`src/rtl/tvr_pkg.sv`:
```
// Package: shared defaults and output port codes for the torus route computer.
// Assumes a unidirectional torus whose port code equals the dimension index,
// with eject coded just above the last dimension.
package tvr_pkg;
    localparam int TVR_RADIX = 4;
    localparam int TVR_NDIM  = 2;
    localparam int TVR_LW    = 2;

    localparam logic [1:0] PORT_XP    = 2'd0;
    localparam logic [1:0] PORT_YP    = 2'd1;
    localparam logic [1:0] PORT_EJECT = 2'd2;
endpackage

```
`src/rtl/tvr_dim_cmp.sv`:
```
// Module: per-dimension comparator. It reports whether this dimension still
// needs a hop and whether the node sits at the ring's wrap link
// (highest coordinate to zero). Assumes coordinates are below RADIX.
module tvr_dim_cmp #(
    parameter int RADIX = 4,
    parameter int CW    = $clog2(RADIX)
) (
    input  logic [CW-1:0] cur,
    input  logic [CW-1:0] dst,
    output logic          need_hop,
    output logic          on_wrap
);
    localparam logic [CW-1:0] LAST = CW'(RADIX - 1);

    // Purpose: compare the coordinate with the destination and the ring end.
    always_comb begin
        need_hop = (cur != dst);
        on_wrap  = (cur == LAST);
    end
endmodule

```
`src/rtl/tvr_route_sel.sv`:
```
// Module: dimension-order selector. The lowest dimension that still needs a
// hop wins. A wrap hop raises the level by one. Levels above MAX_LVL on input,
// or reached by the increment, raise err and keep the input level.
// Assumes the port code equals the dimension index and eject is NDIM.
module tvr_route_sel #(
    parameter int NDIM    = 2,
    parameter int LW      = 2,
    parameter int MAX_LVL = NDIM,
    parameter int PW      = $clog2(NDIM + 1)
) (
    input  logic [NDIM-1:0] need_hop,
    input  logic [NDIM-1:0] on_wrap,
    input  logic [LW-1:0]   in_level,
    output logic [PW-1:0]   port,
    output logic [LW-1:0]   level,
    output logic            err
);
    logic          found;
    logic          wrap_hop;
    logic [LW:0]   bumped;

    // Purpose: pick the first unfinished dimension, or eject when none is left.
    always_comb begin
        found    = 1'b0;
        wrap_hop = 1'b0;
        port     = PW'(NDIM);
        for (int d = 0; d < NDIM; d++) begin
            if (!found && need_hop[d]) begin
                found    = 1'b1;
                port     = PW'(d);
                wrap_hop = on_wrap[d];
            end
        end
    end

    // Purpose: compute the next level and the out-of-range flag.
    always_comb begin
        bumped = {1'b0, in_level} + {{LW{1'b0}}, wrap_hop};
        err    = ({1'b0, in_level} > (LW+1)'(MAX_LVL)) || (bumped > (LW+1)'(MAX_LVL));
        level  = err ? in_level : bumped[LW-1:0];
    end
endmodule

```
`src/rtl/tvr_out_stage.sv`:
```
// Module: single result register with a valid/ready handshake. It loads when
// a head is taken and keeps its value until the downstream side takes it.
// Assumes take is only high when ready is high.
module tvr_out_stage #(
    parameter int PW = 2,
    parameter int LW = 2
) (
    input  logic          clk,
    input  logic          rst_n,
    input  logic          take,
    input  logic          out_ready,
    input  logic [PW-1:0] d_port,
    input  logic [LW-1:0] d_level,
    input  logic          d_err,
    output logic          ready,
    output logic          q_valid,
    output logic [PW-1:0] q_port,
    output logic [LW-1:0] q_level,
    output logic          q_err
);
    // Purpose: the register is free when empty or being drained this cycle.
    always_comb ready = !q_valid || out_ready;

    // Purpose: track whether a result is held.
    always_ff @(posedge clk) begin
        if (!rst_n)         q_valid <= 1'b0;
        else if (take)      q_valid <= 1'b1;
        else if (out_ready) q_valid <= 1'b0;
    end

    // Purpose: capture the route result of a taken head.
    always_ff @(posedge clk) begin
        if (!rst_n) begin
            q_port  <= '0;
            q_level <= '0;
            q_err   <= 1'b0;
        end else if (take) begin
            q_port  <= d_port;
            q_level <= d_level;
            q_err   <= d_err;
        end
    end
endmodule

```
`src/rtl/torus_vc_route.sv`:
```
// Module: route computer for one node of a unidirectional 2-D torus with
// per-wrap virtual-channel levels. It packs the coordinates per dimension,
// compares each dimension, selects in dimension order and registers the result.
// Assumes coordinates are below RADIX.
module torus_vc_route
    import tvr_pkg::*;
#(
    parameter int RADIX = TVR_RADIX,
    parameter int LW    = TVR_LW
) (
    input  logic                       clk,
    input  logic                       rst_n,
    input  logic                       in_valid,
    output logic                       in_ready,
    input  logic [$clog2(RADIX)-1:0]   cur_x,
    input  logic [$clog2(RADIX)-1:0]   cur_y,
    input  logic [$clog2(RADIX)-1:0]   dst_x,
    input  logic [$clog2(RADIX)-1:0]   dst_y,
    input  logic [LW-1:0]              in_level,
    output logic                       out_valid,
    input  logic                       out_ready,
    output logic [1:0]                 out_port,
    output logic [LW-1:0]              out_level,
    output logic                       out_err
);
    localparam int NDIM = TVR_NDIM;
    localparam int CW   = $clog2(RADIX);
    localparam int PW   = $clog2(NDIM + 1);

    logic [CW-1:0]   cur_c [NDIM];
    logic [CW-1:0]   dst_c [NDIM];
    logic [NDIM-1:0] need_hop;
    logic [NDIM-1:0] on_wrap;
    logic [PW-1:0]   sel_port;
    logic [LW-1:0]   sel_level;
    logic            sel_err;
    logic            take;
    logic [PW-1:0]   q_port;

    // Purpose: gather the per-dimension coordinates in routing order.
    always_comb begin
        cur_c[0] = cur_x;
        cur_c[1] = cur_y;
        dst_c[0] = dst_x;
        dst_c[1] = dst_y;
    end

    for (genvar d = 0; d < NDIM; d++) begin : g_dim
        tvr_dim_cmp #(.RADIX(RADIX), .CW(CW)) cmp_i (
            .cur      (cur_c[d]),
            .dst      (dst_c[d]),
            .need_hop (need_hop[d]),
            .on_wrap  (on_wrap[d])
        );
    end

    tvr_route_sel #(.NDIM(NDIM), .LW(LW), .MAX_LVL(NDIM), .PW(PW)) sel_i (
        .need_hop (need_hop),
        .on_wrap  (on_wrap),
        .in_level (in_level),
        .port     (sel_port),
        .level    (sel_level),
        .err      (sel_err)
    );

    // Purpose: a head is taken when offered and the register is free.
    always_comb take = in_valid && in_ready;

    tvr_out_stage #(.PW(PW), .LW(LW)) stage_i (
        .clk       (clk),
        .rst_n     (rst_n),
        .take      (take),
        .out_ready (out_ready),
        .d_port    (sel_port),
        .d_level   (sel_level),
        .d_err     (sel_err),
        .ready     (in_ready),
        .q_valid   (out_valid),
        .q_port    (q_port),
        .q_level   (out_level),
        .q_err     (out_err)
    );

    // Purpose: widen the port code to the 2-bit port field.
    always_comb out_port = 2'(q_port);
endmodule

```
`config.mk`:
```
export PLATFORM = sky130hd
export DESIGN_NAME = torus_vc_route
export DESIGN_NICKNAME = d
export VERILOG_FILES = /design/src/rtl/tvr_pkg.sv /design/src/rtl/tvr_dim_cmp.sv /design/src/rtl/tvr_route_sel.sv /design/src/rtl/tvr_out_stage.sv /design/src/rtl/torus_vc_route.sv
export SDC_FILE = /design/constraint.sdc
export NUM_CORES = 1
export LEC_CHECK = 0
export BUFFER_PORTS_ARGS = -buffer_cell sky130_fd_sc_hd__buf_2
export CORE_MARGIN = 2
export CORE_UTILIZATION = 29
export CTS_CLUSTER_SIZE = 16
export DETAILED_ROUTE_END_ITERATION = 10
export PLACE_DENSITY_LB_ADDON = 0.2
export SLEW_MARGIN = 30
export SYNTH_ARGS = -nofsm -noshare
export SYNTH_HDL_FRONTEND = slang
export SYNTH_HIERARCHICAL = 1
export SYNTH_SLANG_ARGS = --single-unit
```
`constraint.sdc`:
```
create_clock -name clk -period 2.06 [get_ports clk]
set_clock_uncertainty 0.05 [all_clocks]
set_input_delay 0.412 -clock clk [delete_from_list [all_inputs] [get_ports clk]]
set_output_delay 0.412 -clock clk [all_outputs]
set_load 0.01 [all_outputs]
```
# [Yosys cells after proc, flatten, opt, wreduce, memory -nomap -nowiden]
# Index checks and enable logic that the tools add are counted.
[totals] latchBits=0 output_inout_bits=7 word_cells=26 mem_bits_rw=0 romBits=0 register_bits=6 memories=0 input_bits=14
[classes] bitwise_logic=0 n_mux=8 n_shift=0 order_cmp=2 add_sub_neg=1 div_mod_pow=0 multipliers=0 n_eq_ne=4 n_reduce_logical=7
[ops] cell="2-to-1 mux 2 bit" n=3
[ops] cell="2-to-1 mux 1 bit" n=5
[ops] cell="== test 2 bit (second input constant)" n=2
[ops] cell="!= test 2 bit" n=2
[ops] cell="adder 2 x 1 -> 3 bit" n=1
[ops] cell="greater-than comparator 3 x 2 -> 1 bit (second input constant)" n=1
[ops] cell="greater-than comparator 2 bit (second input constant)" n=1
[ops] cell="logical AND 1 bit" n=2
[ops] cell="logical NOT 1 bit" n=2
[ops] cell="logical OR 1 bit" n=2
[ops] cell="nonzero test 2 bit" n=1

# [Logic depth before layout (Yosys ltp)]
# Gate-level depths: netlist (run 1).
[logic_depth] ltp_word=9 ltp_mapped=11 mapped_depth_nobuf=11

# [Cells and area by module]
# The synthesis (run 1) kept the hierarchy.
[by_module_without_submodules] mod="tvr_out_stage" area_each_um2=230.2 instances=1 cells_each=20
[by_module_without_submodules] mod="tvr_route_sel" area_each_um2=131.4 instances=1 cells_each=19
[by_module_without_submodules] mod="tvr_dim_cmp" area_each_um2=28.8 instances=2 cells_each=4
[by_module_without_submodules] mod="torus_vc_route" area_each_um2=6.3 instances=1 cells_each=1

# [Least setup slack after synthesis (run 1)]
# No wires, ideal clock.
[synth_path] path_kind="input to register" start="in dst_y[0]" end="reg stage_i.q_level[1]" stages=11 n_path_buf=0 t_required_ns=1.894 setup_slack_ns=0.077 arrival_time_ns=1.817 path_cell_list="xnor2_1 -> nand2_1 -> nor2b_2 -> a22o_1 -> ha_1 -> inv_1 -> ha_1 -> nor3b_1 -> a21oi_1 -> mux2i_1 -> nor2b_1"
[synth_via] elab_chain_cells=7
[synth_lines] item="start: declaration" line_no="torus_vc_route.sv:18" source="input logic [$clog2(RADIX)-1:0] dst_y,"
[synth_lines] item="!= test 2 bit (*)" line_no="tvr_dim_cmp.sv:17" source="need_hop = (cur != dst);"
[synth_lines] item="net need_hop[1]" line_no="torus_vc_route.sv:32" source="logic [NDIM-1:0] need_hop;"
[synth_lines] item="logical AND 1 bit (*)" line_no="tvr_route_sel.sv:28" source="if (!found && need_hop[d]) begin"
[synth_lines] item="2-to-1 mux 1 bit (*)" line_no="tvr_route_sel.sv:28"
[synth_lines] item="adder 2 x 1 -> 3 bit (*)" line_no="tvr_route_sel.sv:38" source="bumped = {1'b0, in_level} + {{LW{1'b0}}, wrap_hop};"
[synth_lines] item="greater-than comparator 3 x 2 -> 1 bit" line_no="tvr_route_sel.sv:39" source="err = ({1'b0, in_level} > (LW+1)'(MAX_LVL)) || (bumped > (LW+1)'(MAX_LVL));"
[synth_lines] item="logical OR 1 bit" line_no="tvr_route_sel.sv:39"
[synth_lines] item="2-to-1 mux 2 bit (*)" line_no="tvr_route_sel.sv:40" source="level = err ? in_level : bumped[LW-1:0];"
[synth_lines] item="net sel_level[1]" line_no="torus_vc_route.sv:35" source="logic [LW-1:0] sel_level;"
[synth_lines] item="end signal: assignment" line_no="tvr_out_stage.sv:39" source="q_level <= d_level;"
[synth_lines] item="end: declaration" line_no="tvr_out_stage.sv:18" source="output logic [LW-1:0] q_level,"
# The timed path passes the listed nets; every way through them passes the cells marked *.
# A chain may end at the register's enable or synchronous reset.

# [Final worst setup path (run 1)]
[layout_path] start="in dst_y[0]" end="reg stage_i.q_err"
[layout_via] elab_chain_cells=6
[layout_lines] item="!= test 2 bit" line_no="tvr_dim_cmp.sv:17"
[layout_lines] item="net need_hop[1]" line_no="torus_vc_route.sv:32"
[layout_lines] item="logical AND 1 bit" line_no="tvr_route_sel.sv:28"
[layout_lines] item="2-to-1 mux 1 bit" line_no="tvr_route_sel.sv:28"
[layout_lines] item="adder 2 x 1 -> 3 bit" line_no="tvr_route_sel.sv:38"
[layout_lines] item="greater-than comparator 3 x 2 -> 1 bit" line_no="tvr_route_sel.sv:39"
[layout_lines] item="logical OR 1 bit" line_no="tvr_route_sel.sv:39"
[layout_lines] item="net sel_err" line_no="torus_vc_route.sv:36" source="logic sel_err;"
[layout_lines] item="end signal: assignment" line_no="tvr_out_stage.sv:40" source="q_err <= d_err;"
[layout_lines] item="end: declaration" line_no="tvr_out_stage.sv:19" source="output logic q_err"
# The timed path passes the listed nets, and every way through them passes these cells.

==> reports/metrics.csv, run 1 <==
stage,metric,value,unit
outcome,outcome,finished clean,
logic_synthesis,synthMuxAreaShare,11.8,%
cells_and_area,final_cell_mix,"20 x buf_2, 6 x dfxtp_1, 5 x buf_4, 5 x mux2i_1, 5 x nor2b_1",
cells_and_area,fin_area,616,µm²
pwr,total_leakage_power,0.299,nW
cells_and_area,diodes,0,
clock_network,cts_buffers,3,
cells_and_area,fillers,136,
min_path,min_path_type,in -> reg,
global_routing,antenna_found_initial,0,
global_routing,grt_util_met3,3.88,%
worst_setup_path,critPathArrivalTime,2.00,ns
sta,fin_hold_ws,0.404,ns
worst_setup_path,start_kind,input pin,
floorplan,die_y,42.3,µm
global_routing,grt-ovfl-total,0,
floorplan,num_io_pins,21,
logic_synthesis,postSynthCellCount,48,
place,io_buffer_count,20,
pwr,switchingPower,0.0918,mW
logic_synthesis,synth_xor_area_share,8.24,%
global_routing,grt_pass1_wl,1440,µm
logic_synthesis,avgSynthCellArea,8.86,µm²
route,first_iter_violations,0,
logic_synthesis,synth_cell_type_count,21,
cells_and_area,final_util,46.2,%
route,num_vias,399,
floorplan,core.rowCount,13,
worst_setup_path,cp_max_fo,2,
logic_synthesis,syn_area,425,µm²
logic_synthesis,yosys_warnings,6,
logic_synthesis,yosys.area_share.simple,22.6,%
clock_network,clock_path_buffers,2,
logic_synthesis,synth_sequential_area_ratio,28.2,%
logic_synthesis,ys_top_cells_by_area,"dfxtp_1 28%, mux2i_1 12%, ha_1 8.8%",
floorplan,core_area,1330,µm²
clock_network,cts-root-buf,clkbuf_4,
pwr,internal-power,0.257,mW
clock_network,htreeDepth,1,
run,max-cap-violations,0,
place,dp_hpwl,699,µm
pwr,power_frac_clock,29.1,%
place,gp_congestion,0.758,
pwr,p_per_area,566,nW/µm²
sta,period_needed,1.93,ns
logic_synthesis,synth_adder_area_share,8.82,%
sta,worstMarginPinSlew,0.339,ns
pwr,finalPower,0.349,mW
route,drc,0,
clock_network,ctsHoldBuffers,0,
logic_synthesis,syn_nets,65,
logic_synthesis,ys_ff_latch,6,
route,wl_per_cell,9.64,µm
sta,relSlewSlack,77.4,%
sta,postLayoutSetupSlackWorst,0.133,ns
sta,hold_viol,0,
pwr,p_sw_share,26.3,%
floorplan,initial_core_util,31.9,%
sta,setup_viol,0,
sta,max_freq,519,MHz
route,ant_nets,0,
logic_synthesis,synth_top_cell_area_share,28.2,%
place,dpl_cell_area,556,µm²
cells_and_area,seq_area,120,µm²
pwr,ir_worst_vdd,0.000391,V
global_routing,grt_start_max_net_pins,7,
global_routing,grt_usage,10.0,%
logic_synthesis,synth_top_family_by_area,simple AND/OR/NAND/NOR gates,
route,wl,868,µm
worst_setup_path,cp-end-kind,flop,
global_routing,grtUsageMet2,18.2,%
clock_network,cts_tree,built,
sta,min_period_over_period,93.5,%
global_routing,use_met1,11.0,%
route,dr.pass1.iters,1,
global_routing,grt_pass1_vias,382,
logic_synthesis,synth_area_leader_cell,dfxtp_1,
global_routing,busiest_layer,met2,
route,vias_per_cell,4.43,
cells_and_area,multi_input_area,302,µm²
floorplan,die_width,42.3,µm
cells_and_area,layout-drive-gt1-share,50.7,%
clock_network,clk_pin_slew,0.04,ns
logic_synthesis,synth-compound-area-share,14.1,%
cells_and_area,final_common_cell,buf_2,
clock_network,clock-sinks,6,
cells_and_area,syn2layout_area_growth,44.7,%
pwr,pwr-share-comb,34.0,%
floorplan,die_area,1790,µm²
place,post-place-ws,-0.183,ns
cells_and_area,finalNetCount,94,
sta,slew_violations,0,
worst_setup_path,worst-setup-path-type,in -> reg,
clock_network,clk-insertion-delay-late,0.23,ns
pwr,seq_power_share,36.9,%
worst_setup_path,cp.required,2.13,ns
[Yosys cell counts, drive strengths merged]
library cell,number
a21oi,4
mux2i,5
nor3b,1
nand2,2
a22o,1
dfxtp,6
buf,1
nor2b,6
a21boi,1
and2,3
nor2,3
a21o,2
ha,3
inv,4
nand2b,1
xnor2,4
o21ai,1
[logic make-up (layout without fill, tap and decap cells)]
group / count (synthesis) / count (layout)
AOI/OAI and AO/OA: 9 / 9
xor gates and xnor gates: 4 / 4
adders and majority gates: 3 / 3
buffers and inverters: 5 / 32
DFF: 6 / 6
muxes: 5 / 5
and+or+nand+nor: 16 / 16
[final cells by class]
cell class	instances	share of cell area (%)
multi-input combinational	37	49.0
sequential	6	19.5
timing repair buffer	25	22.4
clock buffer	3	3.66
tap	15	3.05
inverter	4	2.44
[registers in the layout (all words and copies together), names as in the netlist]
signal           count
stage_i/q_port       2
stage_i/q_valid      1
stage_i/q_err        1
stage_i/q_level      2
[path summary, 6_finish.rpt]
kind / startpoint / end / slack [ns] / cells past startpoint
max: dst_y[0] / stage_i/q_err$_SDFFE_PN0P_ / 0.13 / 12
min: rst_n / stage_i/q_level[1]$_SDFFE_PN0P_ / 0.40 / 2
max reg2reg: stage_i/q_valid$_SDFFE_PN0P_ / stage_i/q_port[0]$_SDFFE_PN0P_ / 0.89 / 4
min reg2reg: stage_i/q_level[1]$_SDFFE_PN0P_ / stage_i/q_level[1]$_SDFFE_PN0P_ / 0.46 / 2
[layer usage]
| metal | up-vias | share of wire, % |
|---|---|---|
| li1 | 212 | - |
| met1 | 182 | 46 |
| met2 | 5 | 52 |
| met3 | 0 | 2.9 |
| met4 | 0 | 0 |
| met5 | - | 0 |
[per-stage QoR]
stage,instances,TNS [ns]
floorplan,48,0
global placement,85,-0.452
detailed placement,85,-0.503
CTS,88,0
global route,90,-0.0103
finish,90,0
[critical path, cell delays in order]
cell and delay (ns):
buf_2 0.10, xnor2_1 0.15, nand2_1 0.08, nor2b_2 0.16
a22o_1 0.20, ha_2 0.18, ha_2 0.18, nor2_2 0.11
a21oi_1 0.07, a21o_1 0.16, mux2i_1 0.13, nor2b_1 0.06
[power by group through the flow]
| stage | clock [mW] | sequential, mW | combinational [mW] |
|---|---|---|---|
| after floorplan | 0 | 0.135 | 0.0630 |
| final | 0.102 | 0.129 | 0.119 |
| after CTS | 0.105 | 0.129 | 0.106 |
| after detailed placement | 0 | 0.131 | 0.106 |
| after global placement | 0 | 0.131 | 0.106 |
| after global routing | 0.112 | 0.129 | 0.133 |
[what timing repair did]
action,in CTS,in global routing
gates resized for setup,0,5
setup endpoints to repair,0,3
setup buffers,0,2
No activity file was read; power rests on OpenSTA's default activity.
==> run 2, diff against run 1 <==
--- a/config.mk
+++ b/config.mk
@@ -5,11 +5,13 @@
 export SDC_FILE = /design/constraint.sdc
 export NUM_CORES = 1
 export LEC_CHECK = 0
+export ABC_AREA = 1
 export BUFFER_PORTS_ARGS = -buffer_cell sky130_fd_sc_hd__buf_2
 export CORE_MARGIN = 2
 export CORE_UTILIZATION = 29
 export CTS_CLUSTER_SIZE = 16
 export DETAILED_ROUTE_END_ITERATION = 10
+export MAX_ROUTING_LAYER = met4
 export PLACE_DENSITY_LB_ADDON = 0.2
 export SLEW_MARGIN = 30
 export SYNTH_ARGS = -nofsm -noshare
==> reports/metrics.csv, run 2 <==
stage,metric,value,unit
worst_setup_path,critPathSlowestCell,ha_4,
cells_and_area,final_cell_mix,"20 x buf_2, 18 x nand2_1, 12 x inv_1, 12 x nor2_1, 6 x dfxtp_1",
worst_setup_path,crit_top_cell,nand2_1,
worst_setup_path,crit_buf_inv,4,
sta,hold_viol,0,
sta,relSlewSlack,88.9,%
clock_network,cts-root-buf,clkbuf_4,
floorplan,die_y,41.7,µm
logic_synthesis,synth_cell_type_count,12,
pwr,total_leakage_power,0.385,nW
global_routing,grt_usage,11.0,%
place,gp_congestion,0.786,
global_routing,grt_start_max_net_pins,7,
floorplan,die_width,41.7,µm
place,dp_cells,107,
worst_setup_path,worst-setup-path-type,in -> reg,
logic_synthesis,syn_nets,85,
logic_synthesis,synth_sequential_area_ratio,29.1,%
route,first_iter_violations,8,
logic_synthesis,ys_top_cells_by_area,"dfxtp_1 29%, nand2_1 17%, inv_1 12%",
logic_synthesis,postSynthCellCount,68,
sta,period_needed,1.89,ns
logic_synthesis,ys_ff_latch,6,
sta,rsz0062_at_grt,no,
logic_synthesis,synth_edf_count,0,
logic_synthesis,syn_area,413,µm²
place,post-place-ws,-0.102,ns
sta,slew_violations,0,
cells_and_area,layout-drive-gt1-share,39.6,%
global_routing,grt_pass1_wl,1480,µm
logic_synthesis,ys_top_cells_by_count,"19 x nand2_1, 13 x inv_1, 12 x nor2_1",
clock_network,clock_path_buffers,2,
sta,max_freq,529,MHz
route,num_vias,451,
floorplan,die_area,1740,µm²
sta,min_period_over_period,91.7,%
pwr,finalPower,0.351,mW
worst_setup_path,cp_max_fo,3,
clock_network,cts_buffers,3,
clock_network,cts_tree,built,
floorplan,core_area,1320,µm²
route,ant_nets,0,
global_routing,antenna_found_initial,0,
worst_setup_path,slowest_delay,0.25,ns
route,vias_per_cell,4.06,
sta,tns,0,ns
worst_setup_path,cp-end-kind,flop,
logic_synthesis,post-synth-top-count-cell,nand2_1,
worst_setup_path,crit_chain,buf_2 > xnor2_2 > nand2_2 > inv_1 > nand2_1 > inv_2 > a22o_1 > ha_2 > inv_2 > ha_4 > nand2_1 > nand2_2 > nand2_2 > nand2_1 > nand2_1 > nor2_1 > nor2_1,
floorplan,core.rowCount,13,
clock_network,clk-insertion-delay-late,0.24,ns
floorplan,num_io_pins,21,
cells_and_area,finalNetCount,115,
logic_synthesis,synth_area_leader_cell,dfxtp_1,
logic_synthesis,avgSynthCellArea,6.07,µm²
worst_setup_path,start_kind,input pin,
floorplan,initial_core_util,31.3,%
cells_and_area,final-instance-count-excl-fill,111,
logic_synthesis,synth_top_cell_area_share,29.1,%
global_routing,grt_pass1_vias,399,
place,io_buffer_count,20,
place,dp_hpwl,690,µm
cells_and_area,final_common_cell,buf_2,
worst_setup_path,cpLargestDelayFamily,simple AND/OR/NAND/NOR gates,
route,drc,0,
sta,setup_viol,0,
global_routing,grt-ovfl-total,0,
sta,fin_hold_ws,0.386,ns
pwr,ir_worst_vdd,0.000301,V
outcome,outcome,finished clean,
route,wl_per_cell,8.03,µm
sta,postLayoutSetupSlackWorst,0.170,ns
clock_network,clock-sinks,6,
cells_and_area,diodes,0,
clock_network,htreeDepth,1,
route,wl,891,µm
min_path,min_path_type,in -> reg,
pwr,p_per_area,569,nW/µm²
logic_synthesis,synth_ff_type,dfxtp_1,
worst_setup_path,cp.required,2.15,ns
logic_synthesis,postSynth.asyncResetShare,0,%
route,dr.pass1.iters,4,
worst_setup_path,critPathArrivalTime,1.98,ns
clock_network,clk_pin_slew,0.05,ns
cells_and_area,syn2layout_area_growth,49.4,%
logic_synthesis,yosys_warnings,6,
sta,worstMarginPinSlew,0.167,ns
cells_and_area,reg_top3,"stage_i/q_level: 2 flops, stage_i/q_port: 2 flops",
run,max-cap-violations,0,
[run 2: cell count changes after synthesis, sizes merged, moves of 3 or more]
cell | previous run | this run
o21ai | 1 | 5
nor2b | 6 | 0
a21oi | 4 | 1
inv | 4 | 15
and2 | 3 | 0
nor2 | 3 | 12
mux2i | 5 | 0
nand2 | 2 | 21
[run 2: per-layer routing]
metal  up-vias  global-route usage (%)  share of wire [%]
met5         -                       -                  0
met4         0                    5.81                  0
met3         0                    2.61                5.7
met2        12                    16.9                 44
met1       180                    13.4                 50
li1        259                       -                  -
[run 2: timing repair]
action	in CTS	in global routing
gates resized for setup	0	5
setup endpoints to repair	0	2
hold buffers	0	0
buffers inserted	0	1
[run 2: cell families after synthesis]
group | share of synthesized area (%)
compound gates | 10.3
simple gates | 33.6
xor+xnor | 4.24
flops | 29.1
buf+inv | 13.6
fa+ha+maj | 9.09
[run 2: cell type report]
class,count,area [µm²]
fillers,145,701
multi-input cells,47,262
repair buffers,25,138
flip-flops and latches,6,120
inverters,15,56.3
clock buffers,3,22.5
well taps,15,18.8
[run 2: worst paths after layout]
kind                                                    from                              end  slack [ns]  depth (start not counted)
worst max-delay path                                cur_x[0]  stage_i/q_level[1]$_SDFFE_PN0P_        0.17                         17
worst max register to register  stage_i/q_valid$_SDFFE_PN0P_   stage_i/q_port[1]$_SDFFE_PN0P_        1.04                          6
worst min register to register    stage_i/q_err$_SDFFE_PN0P_       stage_i/q_err$_SDFFE_PN0P_        0.44                          2
worst min-delay path                                   rst_n     stage_i/q_valid$_SDFFE_PN0P_        0.39                          3
[run 2: per-stage QoR]
stage | cell area (µm²) | utilization (%)
final | 617 | 46.8
after CTS | 584 | 44.3
after floorplan | 413 | -
after global placement | 562 | 42.6
after detailed placement | 562 | 42.6
after global routing | 617 | 46.8
[run 2: worst register-to-register path: cells and delay by family (launching register included)]
| kind | cells | cell delay [ns] |
|---|---|---|
| flip-flops | 1 | 0.30 |
| buffers and inverters | 2 | 0.24 |
| AND/OR/NAND/NOR | 4 | 0.32 |
[run 2: power breakdown]
| part | total, mW | internal, mW | switching (mW) |
|---|---|---|---|
| Sequential | 0.130 | 0.126 | 0.00373 |
| Clock | 0.110 | 0.0660 | 0.0441 |
| Combinational | 0.111 | 0.0533 | 0.0574 |
==> run 3, diff against run 2 <==
--- a/config.mk
+++ b/config.mk
@@ -7,10 +7,10 @@
 export LEC_CHECK = 0
 export ABC_AREA = 1
 export BUFFER_PORTS_ARGS = -buffer_cell sky130_fd_sc_hd__buf_2
-export CORE_MARGIN = 2
-export CORE_UTILIZATION = 29
+export CORE_AREA = 2 2 39 41
 export CTS_CLUSTER_SIZE = 16
 export DETAILED_ROUTE_END_ITERATION = 10
+export DIE_AREA = 0 0 41 43
 export MAX_ROUTING_LAYER = met4
 export PLACE_DENSITY_LB_ADDON = 0.2
 export SLEW_MARGIN = 30
==> reports/metrics.csv, run 3 (synthesis results as in run 2) <==
stage,metric,value,unit
outcome,outcome,finished clean,
sta,fin_hold_ws,0.388,ns
worst_setup_path,crit_chain,buf_2 > xnor2_1 > nand2_2 > inv_2 > nand2_1 > inv_2 > a22o_1 > ha_2 > inv_2 > ha_4 > nand2_1 > nand2_2 > nand2_2 > nand2_1 > nand2_1 > nor2_1 > nor2_1,
global_routing,grt_start_max_net_pins,7,
clock_network,clock-sinks,6,
place,io_buffer_count,20,
clock_network,postCtsSetupBuffers,0,
clock_network,clock_path_buffers,2,
cells_and_area,finalNetCount,113,
worst_setup_path,critPathArrivalTime,1.99,ns
route,first_iter_violations,5,
worst_setup_path,slowest_delay,0.26,ns
floorplan,core.rowCount,14,
route,ant_nets,0,
worst_setup_path,cp.required,2.14,ns
clock_network,cts-root-buf,clkbuf_4,
worst_setup_path,critPathSlowestCell,ha_4,
worst_setup_path,start_kind,input pin,
route,num_vias,442,
clock_network,clk-insertion-delay-late,0.24,ns
global_routing,grt-ovfl-total,0,
cells_and_area,layout-drive-gt1-share,39.4,%
min_path,min_path_type,in -> reg,
sta,slew_violations,0,
worst_setup_path,cp_max_fo,3,
global_routing,grt_pass1_vias,366,
route,wl,852,µm
route,vias_per_cell,4.02,
pwr,finalPower,0.343,mW
cells_and_area,final-instance-count-excl-fill,110,
floorplan,die_y,43,µm
sta,hold_viol,0,
sta,relSlewSlack,88.8,%
place,gp_congestion,0.655,
place,dp_hpwl,674,µm
floorplan,core_area,1380,µm²
global_routing,antenna_found_initial,0,
clock_network,ctsHoldBuffers,0,
pwr,ir_worst_vdd,0.000296,V
cells_and_area,final_common_cell,buf_2,
floorplan,initial_core_util,29.8,%
cells_and_area,fillers,152,
cells_and_area,diodes,0,
route,dr.pass1.iters,4,
worst_setup_path,cp-end-kind,flop,
global_routing,grt_usage,11.2,%
route,drc,0,
cells_and_area,syn2layout_area_growth,44.2,%
clock_network,cts_tree,built,
sta,period_needed,1.91,ns
cells_and_area,reg_top3,"stage_i/q_level: 2 flops, stage_i/q_port: 2 flops",
floorplan,die_area,1760,µm²
pwr,total_leakage_power,0.367,nW
place,dp_cells,107,
place,post-place-ws,-0.107,ns
sta,max_freq,523,MHz
clock_network,cts_buffers,3,
sta,setup_viol,0,
clock_network,ctsResizeCount,0,
sta,postLayoutSetupSlackWorst,0.147,ns
cells_and_area,final_cell_mix,"20 x buf_2, 18 x nand2_1, 12 x nor2_1",
cells_and_area,fin_area,596,µm²
route,wl_per_cell,7.75,µm
clock_network,htreeDepth,1,
place,dpl_cell_area,556,µm²
sta,min_period_over_period,92.8,%
clock_network,clk_pin_slew,0.05,ns
floorplan,num_io_pins,21,
worst_setup_path,worst-setup-path-type,in -> reg,
sta,rsz0062_at_grt,no,
pwr,p_per_area,576,nW/µm²
run,max-cap-violations,0,
sta,worstMarginPinSlew,0.167,ns
global_routing,grt_pass1_wl,1290,µm
worst_setup_path,crit_top_cell,nand2_1,
floorplan,die_width,41,µm
run 3: worst paths after layout:
kind | startpoint | endpoint | slack [ns] | cells past startpoint
setup / recovery | dst_x[0] | stage_i/q_level[0]$_SDFFE_PN0P_ | 0.15 | 17
hold / removal | rst_n | stage_i/q_valid$_SDFFE_PN0P_ | 0.39 | 3
setup reg to reg | stage_i/q_valid$_SDFFE_PN0P_ | stage_i/q_port[0]$_SDFFE_PN0P_ | 1.04 | 6
hold reg to reg | stage_i/q_port[1]$_SDFFE_PN0P_ | stage_i/q_port[1]$_SDFFE_PN0P_ | 0.44 | 2
run 3: stage by stage:
stage,utilization [%],setup TNS (ns)
6_report,43.0,0
5_1_grt,43.0,0
4_1_cts,41.8,0
3_5_place_dp,40.1,-0.217
3_3_place_gp,40.1,-0.120
2_1_floorplan,-,0
run 3: cell type report:
type,count,area [µm²],area share (%)
Multi-Input combinational cell,47,254,42.6
Timing Repair Buffer,23,123,20.6
Sequential cell,6,120,20.2
Inverter,15,56.3,9.45
Clock buffer,3,22.5,3.78
Tap cell,16,20.0,3.36
run 3: report_power, final:
part | internal [mW] | switching, mW
logic | 0.0484 | 0.0558
registers | 0.126 | 0.00358
clock network | 0.0659 | 0.0429
run 3: layer usage:
metal	vias up	global-route usage [%]	wire, µm
met4	0	8.00	0
met5	-	-	0
li1	255	-	-
met1	181	12.4	423
met2	6	16.3	403
met3	0	3.14	25
run 3: critical path, delay by kind of cell:
| family | cells | cell delay [ns] |
|---|---|---|
| AOI/OAI and AO/OA | 1 | 0.13 |
| adders and majority gates | 2 | 0.44 |
| buffers and inverters | 4 | 0.24 |
| and+or+nand+nor | 9 | 0.61 |
| xor gates and xnor gates | 1 | 0.17 |
